`config.mk`:
```
export PLATFORM = sky130hd
export DESIGN_NAME = gpkt_parser
export DESIGN_NICKNAME = d
export VERILOG_FILES = /design/src/rtl/gpkt_pkg.sv /design/src/rtl/gpkt_walker.sv /design/src/rtl/gpkt_parser.sv
export SDC_FILE = /design/constraint.sdc
export NUM_CORES = 1
export LEC_CHECK = 0
export BUFFER_PORTS_ARGS = -buffer_cell sky130_fd_sc_hd__buf_2
export CORE_AREA = 4 4 270 272
export CTS_BUF_LIST = sky130_fd_sc_hd__clkbuf_8
export DETAILED_ROUTE_END_ITERATION = 8
export DIE_AREA = 0 0 274 276
export PLACE_DENSITY = 0.64
export RECOVER_POWER = 100
export SETUP_SLACK_MARGIN = 0.2
export SYNTH_ARGS = -nofsm -noshare
export SYNTH_HDL_FRONTEND = slang
export SYNTH_HIERARCHICAL = 1
export SYNTH_SLANG_ARGS = --single-unit
```
`constraint.sdc`:
```
create_clock -name clk -period 3.6 [get_ports clk]
set_input_delay 0.18 -clock clk [delete_from_list [all_inputs] [get_ports clk]]
set_output_delay 0.18 -clock clk [all_outputs]
set_load 0.02 [all_outputs]
```
`src/rtl/gpkt_pkg.sv`:
```
package gpkt_pkg;

    localparam int WORD_W = 32;
    localparam int CNT_W  = 2;   // up to three words per field
    localparam int NVTX   = 3;   // vertex / smooth-shading slots

    // context kinds, in stream order
    localparam int CTX_N   = 6;
    localparam int CK_LW   = 0;
    localparam int CK_XY   = 1;
    localparam int CK_CMIN = 2;
    localparam int CK_CMAX = 3;
    localparam int CK_COL  = 4;
    localparam int CK_DEP  = 5;

    // primitive kinds, in stream order
    localparam int PRIM_N  = 7;
    localparam int PK_XY   = 0;
    localparam int PK_XYA  = 1;
    localparam int PK_VTX  = 2;
    localparam int PK_LW   = 3;
    localparam int PK_HS   = 4;
    localparam int PK_COL  = 5;
    localparam int PK_DEP  = 6;

    localparam logic [3:0] OP_POINT = 4'd0;
    localparam logic [3:0] OP_LINE  = 4'd1;
    localparam logic [3:0] OP_TRI   = 4'd2;
    localparam logic [3:0] OP_COPY  = 4'd5;
    localparam logic [3:0] OP_VIDEO = 4'd8;

    typedef struct packed {
        logic       hs;
        logic       aa;
        logic       mesh;
        logic       clip;
        logic [1:0] lw;
        logic [1:0] xy;
        logic [1:0] dep;
        logic [1:0] col;
        logic [3:0] op;
    } cmd_t;

    typedef struct packed {
        logic [WORD_W-1:0]           xymask;
        logic [WORD_W-1:0]           xyaddr;
        logic [NVTX-1:0][WORD_W-1:0] vtx;
        logic [WORD_W-1:0]           lw;
        logic [WORD_W-1:0]           hs;
        logic [NVTX-1:0][WORD_W-1:0] col;
        logic [NVTX-1:0][WORD_W-1:0] dep;
    } rec_t;

    function automatic cmd_t decode_cmd(input logic [WORD_W-1:0] w);
        cmd_t c;
        c.op   = w[3:0];
        c.col  = w[5:4];
        c.dep  = w[7:6];
        c.xy   = w[9:8];
        c.lw   = w[11:10];
        c.clip = w[19];
        c.mesh = w[21];
        c.aa   = w[23];
        c.hs   = w[31];
        return c;
    endfunction

    function automatic logic op_is_prim(input logic [3:0] op);
        return op <= OP_TRI;
    endfunction

    function automatic logic op_is_pass(input logic [3:0] op);
        return (op >= OP_COPY) && (op <= OP_VIDEO);
    endfunction

    function automatic logic [CNT_W-1:0] vtx_count(input logic [3:0] op);
        return CNT_W'(op) + CNT_W'(1);
    endfunction

    // flat shading: one word, smooth: one per vertex
    function automatic logic [CNT_W-1:0] shade_words(input logic [1:0] m);
        return (m == 2'd2) ? CNT_W'(1) : ((m == 2'd3) ? CNT_W'(NVTX) : CNT_W'(0));
    endfunction

endpackage

```
`src/rtl/gpkt_walker.sv`:
```
// Steps through a list of field kinds, each repeated 0..3 times.
module gpkt_walker #(
    parameter int NK   = 6,
    parameter int CW   = 2,
    localparam int KW  = $clog2(NK)
) (
    input  logic                 clk,
    input  logic                 rst,
    input  logic                 load,
    input  logic                 rewind,
    input  logic                 step,
    input  logic [NK-1:0][CW-1:0] cnt_in,
    output logic [KW-1:0]        kind,
    output logic [CW-1:0]        sub,
    output logic                 last,
    output logic                 none_in
);

    logic [NK-1:0][CW-1:0] cnt_q;
    logic [KW:0] first_in, first_q, nxt;

    function automatic logic [KW:0] seek(input logic [NK-1:0][CW-1:0] c,
                                         input logic [KW:0] from);
        logic [KW:0] r;
        r = '0;
        for (int i = NK - 1; i >= 0; i--) begin
            if (i >= int'(from) && c[i] != '0) r = {1'b1, KW'(i)};
        end
        return r;
    endfunction

    always_comb begin
        first_in = seek(cnt_in, '0);
        first_q  = seek(cnt_q, '0);
        nxt      = seek(cnt_q, {1'b0, kind} + 1'b1);
        none_in  = !first_in[KW];
        last     = ((sub + CW'(1)) == cnt_q[kind]) && !nxt[KW];
    end

    always_ff @(posedge clk) begin
        if (rst) begin
            cnt_q <= '0;
            kind  <= '0;
            sub   <= '0;
        end else if (load) begin
            cnt_q <= cnt_in;
            kind  <= first_in[KW-1:0];
            sub   <= '0;
        end else if (rewind) begin
            kind  <= first_q[KW-1:0];
            sub   <= '0;
        end else if (step) begin
            if ((sub + CW'(1)) != cnt_q[kind]) begin
                sub <= sub + CW'(1);
            end else begin
                kind <= nxt[KW-1:0];
                sub  <= '0;
            end
        end
    end

endmodule

```
`src/rtl/gpkt_parser.sv`:
```
module gpkt_parser
    import gpkt_pkg::*;
(
    input  logic                         clk,
    input  logic                         rst,
    input  logic                         in_valid,
    input  logic [WORD_W-1:0]            in_data,
    input  logic                         in_last,
    output logic                         in_ready,
    output logic [3:0]                   cmd_opcode,
    output logic [1:0]                   cmd_color_mode,
    output logic [1:0]                   cmd_depth_mode,
    output logic [1:0]                   cmd_xy_mode,
    output logic [1:0]                   cmd_lw_mode,
    output logic                         cmd_clip,
    output logic                         cmd_mesh,
    output logic                         cmd_aa,
    output logic                         cmd_hs,
    output logic [WORD_W-1:0]            ctx_lw,
    output logic [WORD_W-1:0]            ctx_xymask,
    output logic [WORD_W-1:0]            ctx_clip_min,
    output logic [WORD_W-1:0]            ctx_clip_max,
    output logic [WORD_W-1:0]            ctx_color,
    output logic [WORD_W-1:0]            ctx_depth,
    output logic                         rec_valid,
    input  logic                         rec_ack,
    output logic [WORD_W-1:0]            rec_xymask,
    output logic [WORD_W-1:0]            rec_xyaddr,
    output logic [NVTX-1:0][WORD_W-1:0]  rec_vertex,
    output logic [WORD_W-1:0]            rec_lw,
    output logic [WORD_W-1:0]            rec_hs,
    output logic [NVTX-1:0][WORD_W-1:0]  rec_color,
    output logic [NVTX-1:0][WORD_W-1:0]  rec_depth,
    output logic                         pass_valid,
    output logic [WORD_W-1:0]            pass_data,
    output logic                         pass_last,
    output logic                         err_opcode,
    output logic                         err_trunc
);

    localparam int CKW = $clog2(CTX_N);
    localparam int PKW = $clog2(PRIM_N);

    typedef enum logic [2:0] {S_CMD, S_CTX, S_PRIM, S_HOLD, S_PASS, S_DROP} state_e;

    state_e state;
    cmd_t   cmd_in, cmd_q;
    rec_t   rec_q;
    logic [CTX_N-1:0][WORD_W-1:0] ctx_q;
    logic   end_q;

    logic acc, cmd_acc, ok_op, prim_op;
    logic [CTX_N-1:0][CNT_W-1:0]  ctx_cnt;
    logic [PRIM_N-1:0][CNT_W-1:0] prim_cnt;

    logic [CKW-1:0]   ctx_kind;
    logic [CNT_W-1:0] unused_ctx_sub;
    logic             ctx_last, ctx_none;
    logic [PKW-1:0]   prim_kind;
    logic [CNT_W-1:0] prim_sub;
    logic             prim_last, unused_prim_none;
    logic             rewind;

    assign in_ready = (state != S_HOLD);
    assign acc      = in_valid && in_ready;
    assign cmd_acc  = acc && (state == S_CMD);
    assign cmd_in   = decode_cmd(in_data);
    assign ok_op    = op_is_prim(cmd_in.op) || op_is_pass(cmd_in.op);
    assign prim_op  = op_is_prim(cmd_q.op);
    assign rewind   = (state == S_HOLD) && rec_ack;

    always_comb begin
        ctx_cnt          = '0;
        ctx_cnt[CK_LW]   = CNT_W'(cmd_in.lw == 2'd1);
        ctx_cnt[CK_XY]   = CNT_W'(cmd_in.xy == 2'd1);
        ctx_cnt[CK_CMIN] = CNT_W'(cmd_in.clip);
        ctx_cnt[CK_CMAX] = CNT_W'(cmd_in.clip);
        ctx_cnt[CK_COL]  = CNT_W'(cmd_in.col == 2'd1);
        ctx_cnt[CK_DEP]  = CNT_W'(cmd_in.dep == 2'd1);
        prim_cnt         = '0;
        prim_cnt[PK_XY]  = CNT_W'(cmd_in.xy == 2'd2);
        prim_cnt[PK_XYA] = CNT_W'(cmd_in.xy == 2'd2);
        prim_cnt[PK_VTX] = op_is_prim(cmd_in.op) ? vtx_count(cmd_in.op) : '0;
        prim_cnt[PK_LW]  = CNT_W'(cmd_in.lw == 2'd2);
        prim_cnt[PK_HS]  = CNT_W'(cmd_in.hs);
        prim_cnt[PK_COL] = shade_words(cmd_in.col);
        prim_cnt[PK_DEP] = shade_words(cmd_in.dep);
    end

    gpkt_walker #(.NK(CTX_N), .CW(CNT_W)) u_ctx_walk (
        .clk(clk), .rst(rst), .load(cmd_acc), .rewind(1'b0),
        .step(acc && state == S_CTX), .cnt_in(ctx_cnt),
        .kind(ctx_kind), .sub(unused_ctx_sub), .last(ctx_last), .none_in(ctx_none)
    );

    gpkt_walker #(.NK(PRIM_N), .CW(CNT_W)) u_prim_walk (
        .clk(clk), .rst(rst), .load(cmd_acc), .rewind(rewind),
        .step(acc && state == S_PRIM), .cnt_in(prim_cnt),
        .kind(prim_kind), .sub(prim_sub), .last(prim_last), .none_in(unused_prim_none)
    );

    always_ff @(posedge clk) begin
        if (rst) begin
            state      <= S_CMD;
            cmd_q      <= '0;
            ctx_q      <= '0;
            rec_q      <= '0;
            rec_valid  <= 1'b0;
            end_q      <= 1'b0;
            err_opcode <= 1'b0;
            err_trunc  <= 1'b0;
        end else begin
            unique case (state)
                S_CMD: if (acc) begin
                    cmd_q      <= cmd_in;
                    ctx_q      <= '0;
                    rec_q      <= '0;
                    err_opcode <= !ok_op;
                    err_trunc  <= ok_op && !ctx_none && in_last;
                    if (in_last)       state <= S_CMD;
                    else if (!ok_op)   state <= S_DROP;
                    else if (!ctx_none) state <= S_CTX;
                    else               state <= op_is_prim(cmd_in.op) ? S_PRIM : S_PASS;
                end
                S_CTX: if (acc) begin
                    ctx_q[ctx_kind] <= in_data;
                    if (ctx_last)     state <= in_last ? S_CMD : (prim_op ? S_PRIM : S_PASS);
                    else if (in_last) begin
                        err_trunc <= 1'b1;
                        state     <= S_CMD;
                    end
                end
                S_PRIM: if (acc) begin
                    case (prim_kind)
                        PKW'(PK_XY):  rec_q.xymask        <= in_data;
                        PKW'(PK_XYA): rec_q.xyaddr        <= in_data;
                        PKW'(PK_VTX): rec_q.vtx[prim_sub] <= in_data;
                        PKW'(PK_LW):  rec_q.lw            <= in_data;
                        PKW'(PK_HS):  rec_q.hs            <= in_data;
                        PKW'(PK_COL): rec_q.col[prim_sub] <= in_data;
                        default:      rec_q.dep[prim_sub] <= in_data;
                    endcase
                    if (prim_last) begin
                        rec_valid <= 1'b1;
                        end_q     <= in_last;
                        state     <= S_HOLD;
                    end else if (in_last) begin
                        err_trunc <= 1'b1;
                        state     <= S_CMD;
                    end
                end
                S_HOLD: if (rec_ack) begin
                    rec_valid <= 1'b0;
                    rec_q     <= '0;
                    state     <= end_q ? S_CMD : S_PRIM;
                end
                default: if (acc && in_last) state <= S_CMD;
            endcase
        end
    end

    assign cmd_opcode     = cmd_q.op;
    assign cmd_color_mode = cmd_q.col;
    assign cmd_depth_mode = cmd_q.dep;
    assign cmd_xy_mode    = cmd_q.xy;
    assign cmd_lw_mode    = cmd_q.lw;
    assign cmd_clip       = cmd_q.clip;
    assign cmd_mesh       = cmd_q.mesh;
    assign cmd_aa         = cmd_q.aa;
    assign cmd_hs         = cmd_q.hs;

    assign ctx_lw       = ctx_q[CK_LW];
    assign ctx_xymask   = ctx_q[CK_XY];
    assign ctx_clip_min = ctx_q[CK_CMIN];
    assign ctx_clip_max = ctx_q[CK_CMAX];
    assign ctx_color    = ctx_q[CK_COL];
    assign ctx_depth    = ctx_q[CK_DEP];

    assign rec_xymask = rec_q.xymask;
    assign rec_xyaddr = rec_q.xyaddr;
    assign rec_vertex = rec_q.vtx;
    assign rec_lw     = rec_q.lw;
    assign rec_hs     = rec_q.hs;
    assign rec_color  = rec_q.col;
    assign rec_depth  = rec_q.dep;

    assign pass_valid = (state == S_PASS) && in_valid;
    assign pass_data  = in_data;
    assign pass_last  = in_last;

endmodule

```
# [After elaboration in Yosys (flattened, before gate mapping)]
# Cells that the tools add are included.
[word_totals] in_bits=37 ff_bits=655
[op_classes] muxes=97 n_lt_le_gt_ge=22 add_sub_neg=5 n_eq_ne=40 n_reduce_logical=64
[ops] cell="two-way mux 416 bit" count=3
[ops] cell="one-hot mux 416 bit (3 select lines)" count=1
[ops] cell="two-way mux 192 bit" count=2
[ops] cell="one-hot mux 192 bit (2 select lines)" count=1
[ops] cell="bitwise mux 96 bit" count=3
[ops] cell="two-way mux 96 bit" count=3
[ops] cell="bitwise mux 192 bit" count=1
[ops] cell="two-way mux 32 bit" count=6
[ops] cell="two-way mux 3 bit" count=33
[ops] cell="demux 32 bit (select 3 bit)" count=1
[ops] cell="two-way mux 4 bit" count=18
[ops] cell="demux 32 bit (select 2 bit)" count=1
[ops] cell="AND reduction 5 bit" count=8
[ops] cell="logical AND 1 bit" count=27
[ops] cell="greater-or-equal comparator 3 x 4 -> 1 bit, first input constant" count=5
[ops] cell="two-way mux 2 bit" count=10
[ops] cell="!= test 2 bit, second input constant" count=9
[ops] cell="nonzero test 2 bit" count=9
[ops] cell="greater-or-equal comparator 1 x 4 -> 1 bit, first input constant" count=4
[ops] cell="greater-or-equal comparator 2 x 4 -> 1 bit, first input constant" count=4
[ops] cell="binary-select mux 2 bit (select 3 bit)" count=2
[ops] cell="equality test 2 bit, second input constant" count=6
[ops] cell="equality test 3 x 2 -> 1 bit, second input constant" count=4
[ops] cell="!= test 2 x 1 -> 1 bit, second input constant" count=6
[ops] cell="other kinds (32)" count=61

# [Depth between registers and ports, before layout]
# Gate-level depths: netlist of the first run.
[depth] ltp_word=15 ltp_mapped=11 depth_no_buf=10

# [Hierarchy]
# Netlist of the first run, hierarchy kept.
[by_module_without_submodules] mod="gpkt_parser" n_inst=1 area_each_um2=22401.5 seq_area_each_um2=12632.1 cells_each=2073
[by_module_without_submodules] mod="gpkt_walker (u_prim_walk)" n_inst=1 area_each_um2=1372.6 seq_area_each_um2=380.4 cells_each=157
[by_module_without_submodules] mod="gpkt_walker (u_ctx_walk)" n_inst=1 area_each_um2=1282.5 seq_area_each_um2=340.3 cells_each=150

# [Least setup slack after synthesis of the first run]
# OpenSTA, ideal clock, no wires.
[synth_timing] path_type="reg-to-reg" start="register state[1]" end="register u_prim_walk/cnt_q[11] in the netlist's numbering" arrival_ps=2466 required_ps=3472 path_slack_ps=1007 stages_incl_launch_ff=10 path_buffers=4 period_less_slack_ps=2593 path_cell_list="dfxtp_1 -> nor3b_1 -> nand2b_1 -> buf_2 -> inv_2 -> buf_2 -> buf_1 -> clkbuf_1 -> mux2i_1 -> nor2_1"
[synth_between] elab_chain_len=3 elab_cells_between_ends=4
[synth_rtl] element="start: declaration" line="gpkt_parser.sv:46" source="state_e state;"
[synth_rtl] element="start signal: assignment" line="gpkt_parser.sv:123" source="else state <= op_is_prim(cmd_in.op) ? S_PRIM : S_PASS;"
[synth_rtl] element="start signal: assignment" line="gpkt_parser.sv:127" source="if (ctx_last) state <= in_last ? S_CMD : (prim_op ? S_PRIM : S_PASS);"
[synth_rtl] element="start signal: assignment" line="gpkt_parser.sv:155" source="state <= end_q ? S_CMD : S_PRIM;"
[synth_rtl] element="!= test 3 x 2 -> 1 bit" line="gpkt_parser.sv:64" source="assign in_ready = (state != S_HOLD);"
[synth_rtl] element="logical AND 1 bit" line="gpkt_parser.sv:65" source="assign acc = in_valid && in_ready;"
[synth_rtl] element="logical AND 1 bit (*)" line="gpkt_parser.sv:66" source="assign cmd_acc = acc && (state == S_CMD);"
[synth_rtl] element="via cmd_acc" line="gpkt_parser.sv:52" source="logic acc, cmd_acc, ok_op, prim_op;"
[synth_rtl] element="end signal: assignment" line="gpkt_walker.sv:46" source="cnt_q <= cnt_in;"
[synth_rtl] element="end: declaration" line="gpkt_walker.sv:19" source="logic [NK-1:0][CW-1:0] cnt_q;"
# Mark *: on every way through the listed nets, which the timed path passes. The rest lies on a longest branch.
# A chain may end at the register's enable or synchronous reset.

# [Worst setup path after layout of the first run]
[layout_timing] start="register state[2]" end="register rec_q (netlist bit rec_depth[55])"
[layout_between] elab_chain_len=4 elab_cells_between_ends=12
[layout_rtl] element="!= test 3 x 2 -> 1 bit" line="gpkt_parser.sv:64"
[layout_rtl] element="logical AND 1 bit" line="gpkt_parser.sv:65"
[layout_rtl] element="!= test 2 bit (no line)"
[layout_rtl] element="AND reduction 5 bit (no line)"
[layout_rtl] element="end: declaration" line="gpkt_parser.sv:48" source="rec_t rec_q;"
# Parallel ways exist; a longest one is shown, timed or not.

==> impl_metrics.tcl, run 1 <==
set metrics [dict create \
    outcome "finished, violations left" \
    violations "capacitance limit, slew limit" \
    core_area_um2 70750 \
    drt_pass1_iterations 6 \
    finalSetupViolCount 0 \
    clock_skew_ns 0.03413 \
    drc 0 \
    root_buffer "clkbuf_8" \
    p_sw_mw 4.096 \
    crit_chain "buf_4 > or3b_1 > or3_1 > nor2_1 > buf_4 > a22o_1" \
    slew_viol_final 72 \
    dr.max_layer_used "met5" \
    crit_type "flip-flop to flip-flop" \
    layout_min_cycle_time_ns 3.305 \
    cts_buffer_depth 3 \
    grt_pass1_vias 20310 \
    synth_area_per_cell_um2 10.53 \
    tns_ns 0 \
    clock_latency_ns 0.69 \
    worstMarginPinSlew_ns 1.618 \
    cpMostUsedCell "buf_4" \
    ys_warn_count 6 \
    max_freq_ghz 0.3026 \
    port-buffer-count 698 \
    dr.first_iter.drc_count 1650 \
    pin_count 699 \
    drive_gt1_share_pct 9.846 \
    fin_crit_sh_pct 91.80 \
    leakagePower_nw 11.78 \
    hpwl_um 64120 \
    max_slew_margin_pct -9.365 \
    grt_first_pass_wirelength_um 139400 \
    powerDensity_nw_per_um2 508.5 \
    wl_per_cell_um 23.89 \
    clkPwrFrac_pct 43.0 \
    vias 21640 \
    dieArea_um2 75620 \
    drv_cap 3 \
    crit_slowest_cell "or3b_1" \
    p_sw_share_pct 26.36 \
    fp.dieH_um 276 \
    die_w_um 274 \
    cp-start-kind "flip-flop" \
    netlist_area_um2 25050 \
    grt_max_degree 161 \
    end_kind "flip-flop" \
    rsz0062_at_grt "no" \
    seqPwrFrac_pct 48.3 \
    cts_buffers 105 \
    crit_required_ns 4.21 \
    combPwrFrac_pct 8.6 \
    wl_met3_um 9666 \
    postSynthCellCount 2378 \
    overflow 0 \
    clk_pin_slew_ns 0.06 \
    h-tree-depth 3 \
    start_util_pct 35.40 \
    grt_antenna_before_repair 10 \
    hp-class "input pin to flip-flop" \
    arrival_ns 3.91 \
    wl_um 97010 \
    cts_tree "yes" \
    met1Wirelength_um 39640 \
    fin_nets 3074 \
    rows 98 \
    gp_congestion 0.8423 \
    clock-sinks 667 \
    p_int_mw 11.45 \
    cp_max_fo 24 \
    area_delta_synth_final_pct 22.02 \
    placedCellCount 3834 \
    grt.total_usage_pct 24.07 \
    hold_viol_final 0 \
    slowest_delay_ns 0.74 \
    final_cell_count_no_fill 4061 \
    postRouteAntennaNets 0 \
    vdd_drop_max_v 0.0003625 \
    viasPerCell 5.328 \
    postCtsSetupRepairBufs 0 \
    dr_wl_met2_um 44240 \
]
metal layers:
layer  up-vias  track usage, %
met5         -               0
met2      1105           38.72
met3       170           6.431
li1       9914               -
met1     10450           31.13
met4         2           8.645
cell type report:
| type | instances | area, um^2 |
|---|---|---|
| timing repair buffer | 786 | 3437 |
| tap | 950 | 1189 |
| clock buffer | 134 | 1844 |
| inverter | 16 | 60.06 |
| multi-input combinational | 1451 | 10300 |
| sequential | 667 | 13350 |
| fill | 7109 | 40190 |
| clock inverter | 54 | 372.9 |
| antenna | 3 | 7.507 |
final timing paths:
kind,from,end,slack [ns],cells past startpoint
max,state[2],rec_depth[55],0.30,6
min,in_data[15],rec_color[47],0.37,3
max reg2reg,state[2],rec_depth[55],0.30,6
min reg2reg,cmd_aa,cmd_aa,0.45,2
through the flow:
| stage | area, um^2 | utilization (%) | worst slack [ns] | hold WS (ns) | power [mW] |
|---|---|---|---|---|---|
| floorplan | 25160 | - | 1.007 | 0.3274 | 8.545 |
| detailed placement | 28910 | 40.86 | 0.5240 | 0.4475 | 8.988 |
| CTS | 31480 | 44.50 | 0.2503 | 0.05620 | 15.68 |
| global placement | 28910 | 40.86 | 0.6813 | 0.4422 | 8.985 |
| finish | 30560 | 43.20 | 0.2951 | 0.3681 | 15.54 |
| global route | 30560 | 43.19 | 0.1517 | 0.3145 | 16.10 |
cell usage in the layout, fill, tap and decap left out, types with 6 or more instances in the layout:
master and count:
a22o_1 288, inv_1 52, nor2b_1 44, a21oi_4 9, a32oi_1 162, a211oi_1 11, nor3b_1 7, mux2i_1 172
and2_1 35, nor3_1 7, nand2_1 50, nor4_1 9, buf_4 39, ha_1 10, o21ai_2 8, o21ai_0 15
nor2_1 386, clkbuf_8 134, buf_2 39, a21oi_1 28, dlygate4sd3_1 36, a22oi_1 32, clkbuf_1 663, clkinv_2 6
nand2b_1 15, dfxtp_1 666, conb_1 32
worst max-delay path: cells and delay by family, from the launching register on:
kind            cells  cell delay, ns
flops               1            0.36
simple gates        3            1.91
buf+inv             2            0.70
compound gates      1            0.21
power by group through the flow:
stage	sequential (mW)	combinational (mW)	clock [mW]
after floorplan	7.67	0.876	0
after global placement	7.67	1.32	0
after detailed placement	7.67	1.32	0
after CTS	7.50	1.35	6.82
after global routing	7.51	1.42	7.16
final	7.51	1.34	6.69
repair_timing:
action | in CTS | in global routing
gates resized for setup | 0 | 1
hold buffers | 36 | 0
setup endpoints to repair | 0 | 1
endpoints found under the hold margin | 110 | 0
(Power assumes the default switching activity.)
==> run 2, diff against run 1 <==
CORE_AREA = 4 4 268 270   (was 4 4 270 272)
CTS_BUF_LIST = unset   (was sky130_fd_sc_hd__clkbuf_8)
DIE_AREA = 0 0 272 274   (was 0 0 274 276)
PLACE_DENSITY = 0.65   (was 0.64)
clock period = 3.1 ns   (was 3.6 ns; I/O delays follow)
==> impl_metrics.tcl, run 2 (same netlist as run 1, synthesis figures left out) <==
set metrics [dict create \
    clk_pin_slew_ns 0.07 \
    drc 0 \
    start_util_pct 36.02 \
    core_area_um2 69540 \
    max_freq_ghz 0.3523 \
    clock_skew_ns 0.02588 \
    viasPerCell 5.454 \
    grt_max_degree 93 \
    cts_buffers 72 \
    clock-sinks 667 \
    cts_buffer_depth 3 \
    hp-start "rst" \
    crit_required_ns 3.59 \
    crit_chain "clkbuf_1 > nor3b_1 > o22a_1 > a21oi_4 > clkbuf_2 > a22o_1" \
    root_buffer "clkbuf_16" \
    vias 21750 \
    leakagePower_nw 11.66 \
    h-tree-depth 3 \
    postRouteAntennaNets 0 \
    final_common_cell "clkbuf_1" \
    slew_viol_final 17 \
    rsz0062_at_grt "yes" \
    fin_nets 3041 \
    worstMarginPinSlew_ns 1.595 \
    pin_count 699 \
    rows 97 \
    finalSetupViolCount 0 \
    final_cell_mix "clkbuf_1 (684), dfxtp_1 (664), nor2_1 (384)" \
    grt_antenna_before_repair 5 \
    layout_min_cycle_time_ns 2.838 \
    cp_max_fo 32 \
    tns_ns 0 \
    arrival_ns 3.33 \
    whs_ns 0.04914 \
    die_w_um 272 \
    clock_latency_ns 0.61 \
    port-buffer-count 698 \
    drive_gt1_share_pct 9.363 \
    final_cell_count_no_fill 3988 \
    r2r-start "u_prim_walk/kind[1]" \
    hold_viol_final 0 \
    dieArea_um2 74530 \
    drt_pass1_iterations 5 \
    critical_path.top_delay_family "compound AO/OA/AOI/OAI gates" \
    vdd_drop_max_v 0.0003652 \
    cts_tree "yes" \
    fin_crit_sh_pct 91.55 \
    crit_slowest_cell "clkbuf_2" \
    overflow 0 \
    area_delta_synth_final_pct 22.09 \
    cp-start-kind "flip-flop" \
    crit_type "flip-flop to flip-flop" \
    cp-startpoint "u_prim_walk/kind[1]" \
    violations "capacitance limit, slew limit" \
    grt_first_pass_wirelength_um 140600 \
    stdcell_area_um2 30580 \
    slowest_delay_ns 0.57 \
    end_kind "flip-flop" \
    grt_pass1_vias 20670 \
    hpwl_um 66310 \
    hp-class "input pin to flip-flop" \
    post_dp_cell_area_um2 29110 \
    max_slew_margin_pct -6.346 \
    dr.first_iter.drc_count 1752 \
    drv_cap 1 \
    wl_per_cell_um 24.48 \
    gp_congestion 0.8824 \
    fp.dieH_um 274 \
    outcome "finished, violations left" \
    powerDensity_nw_per_um2 616.9 \
    grt.total_usage_pct 24.69 \
    wl_um 97640 \
    placedCellCount 3851 \
    path_buf_inv 2 \
]
[run 2: cell count changes in the layout (fill, tap and decap cells not counted), moves of 7 or more]
cell,previous run,this run
clkbuf_8,134,12
clkbuf_1,663,684
clkbuf_16,0,74
dlygate4sd3_1,36,9
and2_1,35,28
buf_4,39,49
inv_1,52,16
[run 2: final timing paths]
kind | end | slack (ns) | cells past startpoint
worst min register to register | cmd_color_mode[1] | 0.45 | 2
worst max-delay path | rec_vertex[31] | 0.26 | 6
worst min-delay path | ctx_color[7] | 0.05 | 2
worst max register to register | rec_vertex[31] | 0.26 | 6
[run 2: cell type report]
cell class,count,area (um^2)
fill,7046,38960
sequential,667,13360
multi-input combinational,1451,10290
timing repair buffer,786,3332
clock buffer,103,2081
tap,940,1176
clock inverter,21,277.8
inverter,16,60.06
antenna,4,10.01
[run 2: repair_timing]
item / in CTS / in global routing
buffers inserted: 0 / 0
endpoints found under the hold margin: 11 / 0
gates cloned: 0 / 0
resized for setup: 1 / 3
hold buffers: 9 / 0
endpoints found under the setup margin: 1 / 4
[run 2: report_power, final]
part	total (mW)	switching [mW]	internal [mW]
clock	8.61	3.57	5.03
combinational	1.55	1.13	0.416
sequential	8.71	0.0747	8.63
[run 2: per-layer routing]
layer / global-route usage, % / part of all wire, % / vias to the layer above / wire (um)
met4: 8.430 / 3.8 / 0 / 3662
met5: 0 / 0 / - / 0
met1: 31.02 / 41 / 10650 / 39970
met3: 7.167 / 9.4 / 187 / 9190
met2: 40.74 / 46 / 1068 / 44820
li1: - / - / 9849 / -
[run 2: metrics by stage]
stage | setup slack, ns | total power [mW] | util, %
after detailed placement | 0.2317 | 10.47 | 41.86
after CTS | 0.2925 | 19.05 | 45.38
after global routing | 0.1090 | 19.46 | 43.96
after global placement | 0.3144 | 10.47 | 41.86
after floorplan | 0.5067 | 9.923 | -
final | 0.2619 | 18.86 | 43.97
